## src/rtl/step_seq_pkg.sv

```systemverilog
package step_seq_pkg;

  typedef enum logic [1:0] {
    PH_IDLE  = 2'd0,
    PH_START = 2'd1,
    PH_DRIVE = 2'd2,
    PH_BURST = 2'd3
  } phase_e;

endpackage

```

## src/rtl/step_prescale.sv

```systemverilog
module step_prescale #(
  parameter int DIV = 32
) (
  input  logic clk,
  input  logic rst_n,
  input  logic clr,
  output logic tick
);
  localparam int CW = (DIV > 2) ? $clog2(DIV) : 1;
  localparam logic [CW-1:0] LAST = CW'(DIV - 1);

  logic [CW-1:0] cnt_q, cnt_d;

  always_comb begin
    if (clr || cnt_q == LAST) cnt_d = '0;
    else                      cnt_d = cnt_q + 1'b1;
  end

  assign tick = !clr && (cnt_q == LAST);

  always_ff @(posedge clk or negedge rst_n) begin
    if (!rst_n) cnt_q <= '0;
    else        cnt_q <= cnt_d;
  end
endmodule

```

## src/rtl/step_phase_ctrl.sv

```systemverilog
module step_phase_ctrl
  import step_seq_pkg::*;
#(
  parameter int WAIT_W   = 8,
  parameter int PERIOD_W = 15,
  parameter int COUNT_W  = 6
) (
  input  logic                clk,
  input  logic                rst_n,
  input  logic                start_req,
  input  logic                cfg_dir,
  input  logic [COUNT_W-1:0]  cfg_count,
  input  logic [PERIOD_W-1:0] cfg_period,
  input  logic [WAIT_W-1:0]   cfg_start_wait,
  input  logic [WAIT_W-1:0]   cfg_drive_wait,
  input  logic                unit_tick,
  input  logic                burst_done,
  output phase_e              phase,
  output logic                pre_clr,
  output logic                dir_q,
  output logic [PERIOD_W-1:0] period_q,
  output logic [COUNT_W:0]    total_q
);
  localparam logic [WAIT_W-1:0]   W_ONE = WAIT_W'(1);
  localparam logic [PERIOD_W-1:0] P_ONE = PERIOD_W'(1);

  phase_e             phase_q, phase_d;
  logic [WAIT_W-1:0]  unit_q, unit_d;
  logic [WAIT_W-1:0]  sw_q, dw_q;
  logic               load_en;
  logic               sw_last, dw_last;

  assign sw_last = (unit_q == sw_q - W_ONE);
  assign dw_last = (unit_q == dw_q - W_ONE);

  always_comb begin
    phase_d = phase_q;
    unit_d  = unit_q;
    load_en = 1'b0;
    case (phase_q)
      PH_IDLE: begin
        if (start_req) begin
          phase_d = PH_START;
          unit_d  = '0;
          load_en = 1'b1;
        end
      end
      PH_START: begin
        if (unit_tick) begin
          if (sw_last) begin
            phase_d = PH_DRIVE;
            unit_d  = '0;
          end else begin
            unit_d = unit_q + W_ONE;
          end
        end
      end
      PH_DRIVE: begin
        if (unit_tick) begin
          if (dw_last) begin
            phase_d = (total_q == '0) ? PH_IDLE : PH_BURST;
            unit_d  = '0;
          end else begin
            unit_d = unit_q + W_ONE;
          end
        end
      end
      default: begin
        if (burst_done) phase_d = PH_IDLE;
      end
    endcase
  end

  assign pre_clr = (phase_q != PH_START) && (phase_q != PH_DRIVE);
  assign phase   = phase_q;

  always_ff @(posedge clk or negedge rst_n) begin
    if (!rst_n) begin
      phase_q <= PH_IDLE;
      unit_q  <= '0;
    end else begin
      phase_q <= phase_d;
      unit_q  <= unit_d;
    end
  end

  // configuration captured only on the start edge
  always_ff @(posedge clk or negedge rst_n) begin
    if (!rst_n) begin
      dir_q    <= 1'b0;
      period_q <= P_ONE;
      total_q  <= '0;
      sw_q     <= W_ONE;
      dw_q     <= W_ONE;
    end else if (load_en) begin
      dir_q    <= cfg_dir;
      period_q <= (cfg_period == '0) ? P_ONE : cfg_period;
      total_q  <= {cfg_count, 1'b0};
      sw_q     <= (cfg_start_wait == '0) ? W_ONE : cfg_start_wait;
      dw_q     <= (cfg_drive_wait == '0) ? W_ONE : cfg_drive_wait;
    end
  end
endmodule

```

## src/rtl/step_pulse_gen.sv

```systemverilog
module step_pulse_gen #(
  parameter int PERIOD_W = 15,
  parameter int COUNT_W  = 6
) (
  input  logic                clk,
  input  logic                rst_n,
  input  logic                run,
  input  logic [PERIOD_W-1:0] period,
  input  logic [COUNT_W:0]    total,
  output logic                step,
  output logic                done
);
  localparam logic [PERIOD_W-1:0] P_ONE = PERIOD_W'(1);
  localparam logic [COUNT_W:0]    C_ONE = (COUNT_W+1)'(1);

  logic [PERIOD_W-1:0] ph_q, ph_d;
  logic [COUNT_W:0]    pc_q, pc_d;
  logic [PERIOD_W-1:0] half, high_len;
  logic                end_per;

  assign half     = period >> 1;
  assign high_len = (half == '0) ? P_ONE : half;
  assign end_per  = (ph_q == period - P_ONE);
  assign done     = run && end_per && (pc_q == total - C_ONE);
  assign step     = run && (ph_q < high_len);

  always_comb begin
    ph_d = ph_q;
    pc_d = pc_q;
    if (!run) begin
      ph_d = '0;
      pc_d = '0;
    end else if (end_per) begin
      ph_d = '0;
      pc_d = pc_q + C_ONE;
    end else begin
      ph_d = ph_q + P_ONE;
    end
  end

  always_ff @(posedge clk or negedge rst_n) begin
    if (!rst_n) begin
      ph_q <= '0;
      pc_q <= '0;
    end else begin
      ph_q <= ph_d;
      pc_q <= pc_d;
    end
  end
endmodule

```

## src/rtl/step_seq.sv

```systemverilog
module step_seq
  import step_seq_pkg::*;
#(
  parameter int PRESCALE = 32,
  parameter int WAIT_W   = 8,
  parameter int PERIOD_W = 15,
  parameter int COUNT_W  = 6
) (
  input  logic                clk,
  input  logic                rst_n,
  input  logic                frame_sync,
  input  logic                cfg_enable,
  input  logic                cfg_dir,
  input  logic [COUNT_W-1:0]  cfg_count,
  input  logic [PERIOD_W-1:0] cfg_period,
  input  logic [WAIT_W-1:0]   cfg_start_wait,
  input  logic [WAIT_W-1:0]   cfg_drive_wait,
  output logic                step_o,
  output logic                dir_o,
  output logic                busy_o
);
  logic                fs_q;
  logic                start_req;
  logic                unit_tick, pre_clr, burst_done;
  phase_e              phase;
  logic [PERIOD_W-1:0] period_q;
  logic [COUNT_W:0]    total_q;

  always_ff @(posedge clk or negedge rst_n) begin
    if (!rst_n) fs_q <= 1'b0;
    else        fs_q <= frame_sync;
  end

  assign start_req = frame_sync && !fs_q && cfg_enable;

  step_prescale #(.DIV(PRESCALE)) u_pre (
    .clk   (clk),
    .rst_n (rst_n),
    .clr   (pre_clr),
    .tick  (unit_tick)
  );

  step_phase_ctrl #(
    .WAIT_W   (WAIT_W),
    .PERIOD_W (PERIOD_W),
    .COUNT_W  (COUNT_W)
  ) u_ctrl (
    .clk            (clk),
    .rst_n          (rst_n),
    .start_req      (start_req),
    .cfg_dir        (cfg_dir),
    .cfg_count      (cfg_count),
    .cfg_period     (cfg_period),
    .cfg_start_wait (cfg_start_wait),
    .cfg_drive_wait (cfg_drive_wait),
    .unit_tick      (unit_tick),
    .burst_done     (burst_done),
    .phase          (phase),
    .pre_clr        (pre_clr),
    .dir_q          (dir_o),
    .period_q       (period_q),
    .total_q        (total_q)
  );

  step_pulse_gen #(
    .PERIOD_W (PERIOD_W),
    .COUNT_W  (COUNT_W)
  ) u_pulse (
    .clk    (clk),
    .rst_n  (rst_n),
    .run    (phase == PH_BURST),
    .period (period_q),
    .total  (total_q),
    .step   (step_o),
    .done   (burst_done)
  );

  assign busy_o = (phase != PH_IDLE);
endmodule

```

## config.mk

```make
export PLATFORM = sky130hd
export DESIGN_NAME = step_seq
export DESIGN_NICKNAME = d
export VERILOG_FILES = /design/src/rtl/step_seq_pkg.sv /design/src/rtl/step_prescale.sv /design/src/rtl/step_phase_ctrl.sv /design/src/rtl/step_pulse_gen.sv /design/src/rtl/step_seq.sv
export SDC_FILE = /design/constraint.sdc
export NUM_CORES = 1
export LEC_CHECK = 0
export ABC_CLOCK_PERIOD_IN_PS = 3300
export CORE_AREA = 2 2 103 105
export CTS_CLUSTER_SIZE = 24
export DETAILED_ROUTE_END_ITERATION = 10
export DIE_AREA = 0 0 105 107
export GPL_TIMING_DRIVEN = 1
export PLACE_DENSITY = 0.7
export SKIP_CTS_REPAIR_TIMING = 1
export SYNTH_ARGS = -nofsm -noshare
export SYNTH_HDL_FRONTEND = slang
export SYNTH_SLANG_ARGS = --single-unit
```

## constraint.sdc

```tcl
create_clock -name clk -period 3.3 [get_ports clk]
set_clock_uncertainty 0.1 [all_clocks]
set_input_delay 0.495 -clock clk [delete_from_list [all_inputs] [get_ports clk]]
set_output_delay 0.495 -clock clk [all_outputs]
set_load 0.01 [all_outputs]
```

# Word level (Yosys, flattened, before mapping)
# Index checks and enable logic that the tools add are counted.
[totals]
reg_bits = 76
[op_classes]
n_addsub = 8
n_lt_le_gt_ge = 1
n_reduce_logical = 21
n_eq_ne = 16
mux = 25
[ops]
columns = ["operator", "count"]
rows = [
  ["$mux 8", 7],
  ["$mux 15", 3],
  ["$logic_not 15->1", 2],
  ["$pmux 8 s3", 1],
  ["$eq 8x8->1", 2],
  ["$logic_not 8->1", 2],
  ["$sub 8x1->8 const B", 2],
  ["$add 15x1->15 const B", 1],
  ["$eq 15x15->1", 1],
  ["$lt 15x15->1", 1],
  ["$sub 15x1->15 const B", 1],
  ["$mux 14", 1],
  ["$mux 2", 7],
  ["$mux 7", 2],
  ["$ne 2x1->1 const B", 5],
  ["$add 8x1->8 const B", 1],
  ["$add 7x1->7 const B", 1],
  ["$eq 7x7->1", 1],
  ["$logic_and 1x1->1", 7],
  ["$logic_not 7->1", 1],
  ["$sub 7x1->7 const B", 1],
  ["$ne 2x2->1 const B", 3],
  ["$pmux 2 s3", 1],
  ["$reduce_and 6->1", 1],
  ["13 further kinds", 16],
]

# Logic depth before layout (Yosys ltp)
[logic_depth]
word_depth = 6
ltp_mapped = 11
ltp_nobuf = 10

# By module
# From an unflattened synthesis, not the netlist that was laid out.
[hier_totals]
cells_unflattened = 526
area_unflattened_um2 = 5104.9
[by_module_without_submodules]
columns = ["module", "cells_per_inst", "area_each_um2", "n_inst"]
rows = [
  ["step_phase_ctrl", 246, 2628.8, 1],
  ["step_pulse_gen", 258, 2200.9, 1],
  ["step_prescale", 18, 227.7, 1],
  ["step_seq", 4, 47.5, 1],
]

# Least setup slack after synthesis
# OpenSTA, ideal clock, no wires.
[synth_path]
path_type = "register to register"
startpoint = "register u_ctrl.sw_q[0]"
endpoint = "register u_ctrl.unit_q[3]"
setup_slack_ns = 0.335
arrival_ns = 2.741
required_ns = 3.076
stages_incl_launch_ff = 12
synth_period_minus_slack_ns = 2.965
path_cell_list = "dfstp_2 > inv_1 > ha_1 > or3b_1 > or4_1 > a2111oi_0 > o311ai_1 > a22oi_1 > or3b_1 > buf_2 > nor3_1 > a211o_1"
[synth_via]
elab_chain_cells = 5
[synth_lines]
columns = ["element", "line_no", "source"]
rows = [
  ["start: declaration", "step_phase_ctrl.sv:29", "logic [WAIT_W-1:0] sw_q, dw_q;"],
  ["start signal: assignment", "step_phase_ctrl.sv:99", "sw_q <= (cfg_start_wait == '0) ? W_ONE : cfg_start_wait;"],
  ["$sub 8x1->8", "step_phase_ctrl.sv:33", "assign sw_last = (unit_q == sw_q - W_ONE);"],
  ["$eq 8x8->1", "step_phase_ctrl.sv:33", ""],
  ["$mux 8", "step_phase_ctrl.sv:50", "if (sw_last) begin"],
  ["$mux 8", "step_phase_ctrl.sv:49", "if (unit_tick) begin"],
  ["$pmux 8 s3", "step_phase_ctrl.sv:40", "case (phase_q)"],
  ["end signal: assignment", "step_phase_ctrl.sv:83", "unit_q <= unit_d;"],
  ["end: declaration", "step_phase_ctrl.sv:28", "logic [WAIT_W-1:0] unit_q, unit_d;"],
]
# No other way between the ends. The select of a mux whose other input is x is not followed.
# A chain may end at the register's enable or synchronous reset.

# Worst setup path after layout
[layout_path]
startpoint = "register u_ctrl.period_q[3]"
endpoint = "output port step_o"
[layout_via]
elab_chain_cells = 4
[layout_lines]
columns = ["element", "line_no", "source"]
rows = [
  ["start: declaration", "step_phase_ctrl.sv:21", "output logic [PERIOD_W-1:0] period_q,"],
  ["start signal: assignment", "step_phase_ctrl.sv:97", "period_q <= (cfg_period == '0) ? P_ONE : cfg_period;"],
  ["$logic_not 15->1", "step_pulse_gen.sv:22", "assign high_len = (half == '0) ? P_ONE : half;"],
  ["$mux 14 (*)", "step_pulse_gen.sv:22", ""],
  ["$lt 15x15->1 (*)", "step_pulse_gen.sv:25", "assign step = run && (ph_q < high_len);"],
  ["$logic_and 1x1->1 (*)", "step_pulse_gen.sv:25", ""],
  ["end: declaration", "step_seq.sv:18", "output logic step_o,"],
]
# Every way passes the cells marked *; elsewhere a longest branch is shown, timed or not.

==> qor.yml <==
global_route:
  grt.total_usage: 0.212
  grt_overflow_total: 0
  grt_pass1_wl_mm: 19.1
  grt_pass1_vias: 3958
  grt_max_degree: 77
  antenna_found_initial: 0
run:
  drv_cap: 0
pwr:
  p_switching_w: 0.00180
  p_int_w: 0.00261
  pwr-share-seq: 0.353
  comb_power_share: 0.488
  p_per_area_mw_per_mm2: 762
  ir_drop_mv: 0.503
  p_total_w: 0.00440
  p_clk_frac: 0.159
  p_leak_nw: 2.46
  p_sw_frac: 0.408
clock_network:
  clk_pin_slew_worst_paths_ps: 80
  cts_sinks: 76
  htree_num_levels: 3
  cts_tree: "done"
  numCtsBuffers: 9
  clk_latency_ps: 360
  clock_path_buffers: 2
  cts_root_buf: "clkbuf_8"
timing:
  slew_headroom: 0.366
  grt_setup_unrepaired: "true"
  finalHoldViolCount: 0
  slew_viol_final: 0
  fin_crit_ps: 3150
  final.period_utilization: 0.953
  fmax_mhz: 318
  setup_viol: 0
  tns_ps: 0
  tightest_slew_ps: 950
setup_path:
  cp-start-kind: "flip-flop"
  crit_fanout: 7
  path_class: "flip-flop to output pin"
  crit_required_ps: 2700
  cp-end-kind: "output pin"
  arrival_ps: 2550
yosys:
  synth_common_cells: "dfrtp_1, nor2_1, xnor2_1"
  muxShareOfSynthArea: 0.0858
  synth.yosys.seq_area_share: 0.384
  synth.top_cell.area_share: 0.369
  syn_inst: 513
  yosysUniqueCellTypes: 59
  synth.area.top_cells: "dfrtp_1, mux2_2, xnor2_1"
  synth_nets: 581
  avgSynthCellArea_um2: 9.66
  yosysMostFrequentCell: "dfrtp_1"
  synth.cell_area_mm2: 0.00496
  synth_seq_cells: 76
  synth_edf_count: 0
  synth_compound_area_frac: 0.109
  synthArstFlopShare: 1.00
  yosys.area_share.simple: 0.196
  synth_top_family_by_area: "simple AND/OR/NAND/NOR gates"
  synthAdderAreaFrac: 0.0656
  synth_flop_cell: "dfrtp_1"
  synthXorXnorAreaFrac: 0.113
  yosysTopAreaCell: "dfrtp_1"
  yosysWarnings: 0
drt:
  first_pass_iters: 4
  routedWlPerCell_um: 15.6
  drc: 0
  num_vias: 3944
  ant_nets: 0
  first_iter_violations: 215
  wl_mm: 11.0
  via_per_inst: 5.62
final_layout:
  nets: 629
  areaGrowthSynthToFinish_pct: 16.6
  fillers: 926
  drive_above_1_share: 0.147
  diodes: 0
placement:
  place_congestion: 0.865
  io_buffers: 44
  dp_hpwl_mm: 8.29
outcome:
  status: "finished clean"
floorplan:
  core_mm2: 0.0101
  die_h_um: 107
  die_area_mm2: 0.0112
  rows: 37
  start_util: 0.491
  ios: 45
  die_x_um: 105
min_path:
  hold_class: "input port to async pin"
[per-layer routing]
layer / wire (um) / GRT usage
met2: 5280 / 0.358
met1: 5130 / 0.266
met3: 375 / 0.0462
met4: 194 / 0.0819
met5: 0 / 0
[power groups by stage]
stage / combinational, W / clock [W] / sequential, W
6_report: 0.00215 / 0.000701 / 0.00155
5_1_grt: 0.00240 / 0.000765 / 0.00161
4_1_cts: 0.00213 / 0.000724 / 0.00155
3_5_place_dp: 0.00211 / 0 / 0.00157
3_3_place_gp: 0.00205 / 0 / 0.00155
2_1_floorplan: 0.00161 / 0 / 0.00147
[state kept, by name (all words and copies together) (netlist names)]
name             flops
u_ctrl.period_q     15
u_pulse.ph_q        15
u_ctrl.dw_q          8
u_ctrl.sw_q          8
u_ctrl.unit_q        8
u_pulse.pc_q         7
u_ctrl.total_q       6
u_pre.cnt_q          5
u_ctrl.phase         2
fs_q                 1
u_ctrl.dir_q         1
[logic make-up (layout without fill, tap and decap cells)]
| kind of cell | count (synthesis) | after routing |
|---|---|---|
| compound gates | 77 | 77 |
| xor+xnor | 64 | 64 |
| fa+ha+maj | 26 | 26 |
| buf+inv | 56 | 109 |
| flops | 76 | 76 |
| mux | 38 | 38 |
| simple gates | 176 | 176 |
[worst paths after layout]
path	end	depth (start not counted)	slack, ps	startpoint
max in group asynchronous	u_ctrl.period_q[11]$_DFFE_PN0P_	1	2320	rst_n
hold / removal	u_ctrl.dw_q[2]$_DFFE_PN0P_	1	180	rst_n
min in group clk	u_pre.cnt_q[0]$_DFF_PN0_	1	380	u_pre.cnt_q[0]$_DFF_PN0_
setup reg to reg	u_ctrl.unit_q[5]$_DFFE_PN0P_	10	160	u_ctrl.sw_q[1]$_DFFE_PN0P_
setup / recovery	step_o	9	150	u_ctrl.period_q[3]$_DFFE_PN0P_
hold reg to reg	u_pre.cnt_q[0]$_DFF_PN0_	1	380	u_pre.cnt_q[0]$_DFF_PN0_
[cells in the final DEF (no fill, tap or decap), drive strengths merged, types with 5 or more instances in the layout]
cell type	netlist	final
a211oi	6	6
a21o	5	5
a21oi	13	13
and3	6	6
buf	9	15
clkbuf	12	10
clkdlybuf4s50	0	42
dfrtp	73	73
ha	26	26
inv	35	35
mux2	36	36
nand2	27	27
nand2b	11	11
nand3	14	14
nand4	10	10
nor2	41	41
nor3	17	17
nor4	10	10
o211ai	9	9
o21ai	13	13
o31ai	8	8
or4	10	10
or4b	5	5
xnor2	40	40
xor2	24	24
[critical path, cell delays in order, from the launching register on]
cell and delay (ps):
dfrtp_1 390, or4_4 590, nor4_2 270, a31oi_1 100
o21ai_0 160, nand2b_1 70, a21oi_1 140, o21ai_0 120
a21oi_1 180, clkbuf_2 160
[cell type report]
type                    instances  area (um^2)  share of cell area
repair buffers                 58          551              0.0952
multi-input cells             381         2830               0.490
well taps                     136          170              0.0294
inverters                      35          131              0.0227
clock inverters                 7         67.6              0.0117
flip-flops and latches         76         1910               0.330
clock buffers                   9          124              0.0214
[metrics by stage]
| step | setup slack, ps | instance area (um^2) | utilization | hold WS [ps] | cells |
|---|---|---|---|---|---|
| finish | 154 | 5780 | 0.573 | 182 | 702 |
| global route | -1.62 | 5780 | 0.573 | 264 | 702 |
| CTS | -267 | 5770 | 0.572 | 213 | 701 |
| detailed placement | 28.8 | 5580 | 0.553 | 370 | 685 |
| global placement | 172 | 5580 | 0.553 | 345 | 685 |
| floorplan | 335 | 4960 | - | 99.4 | 513 |
Note: power is estimated with default switching activity, not from simulation.
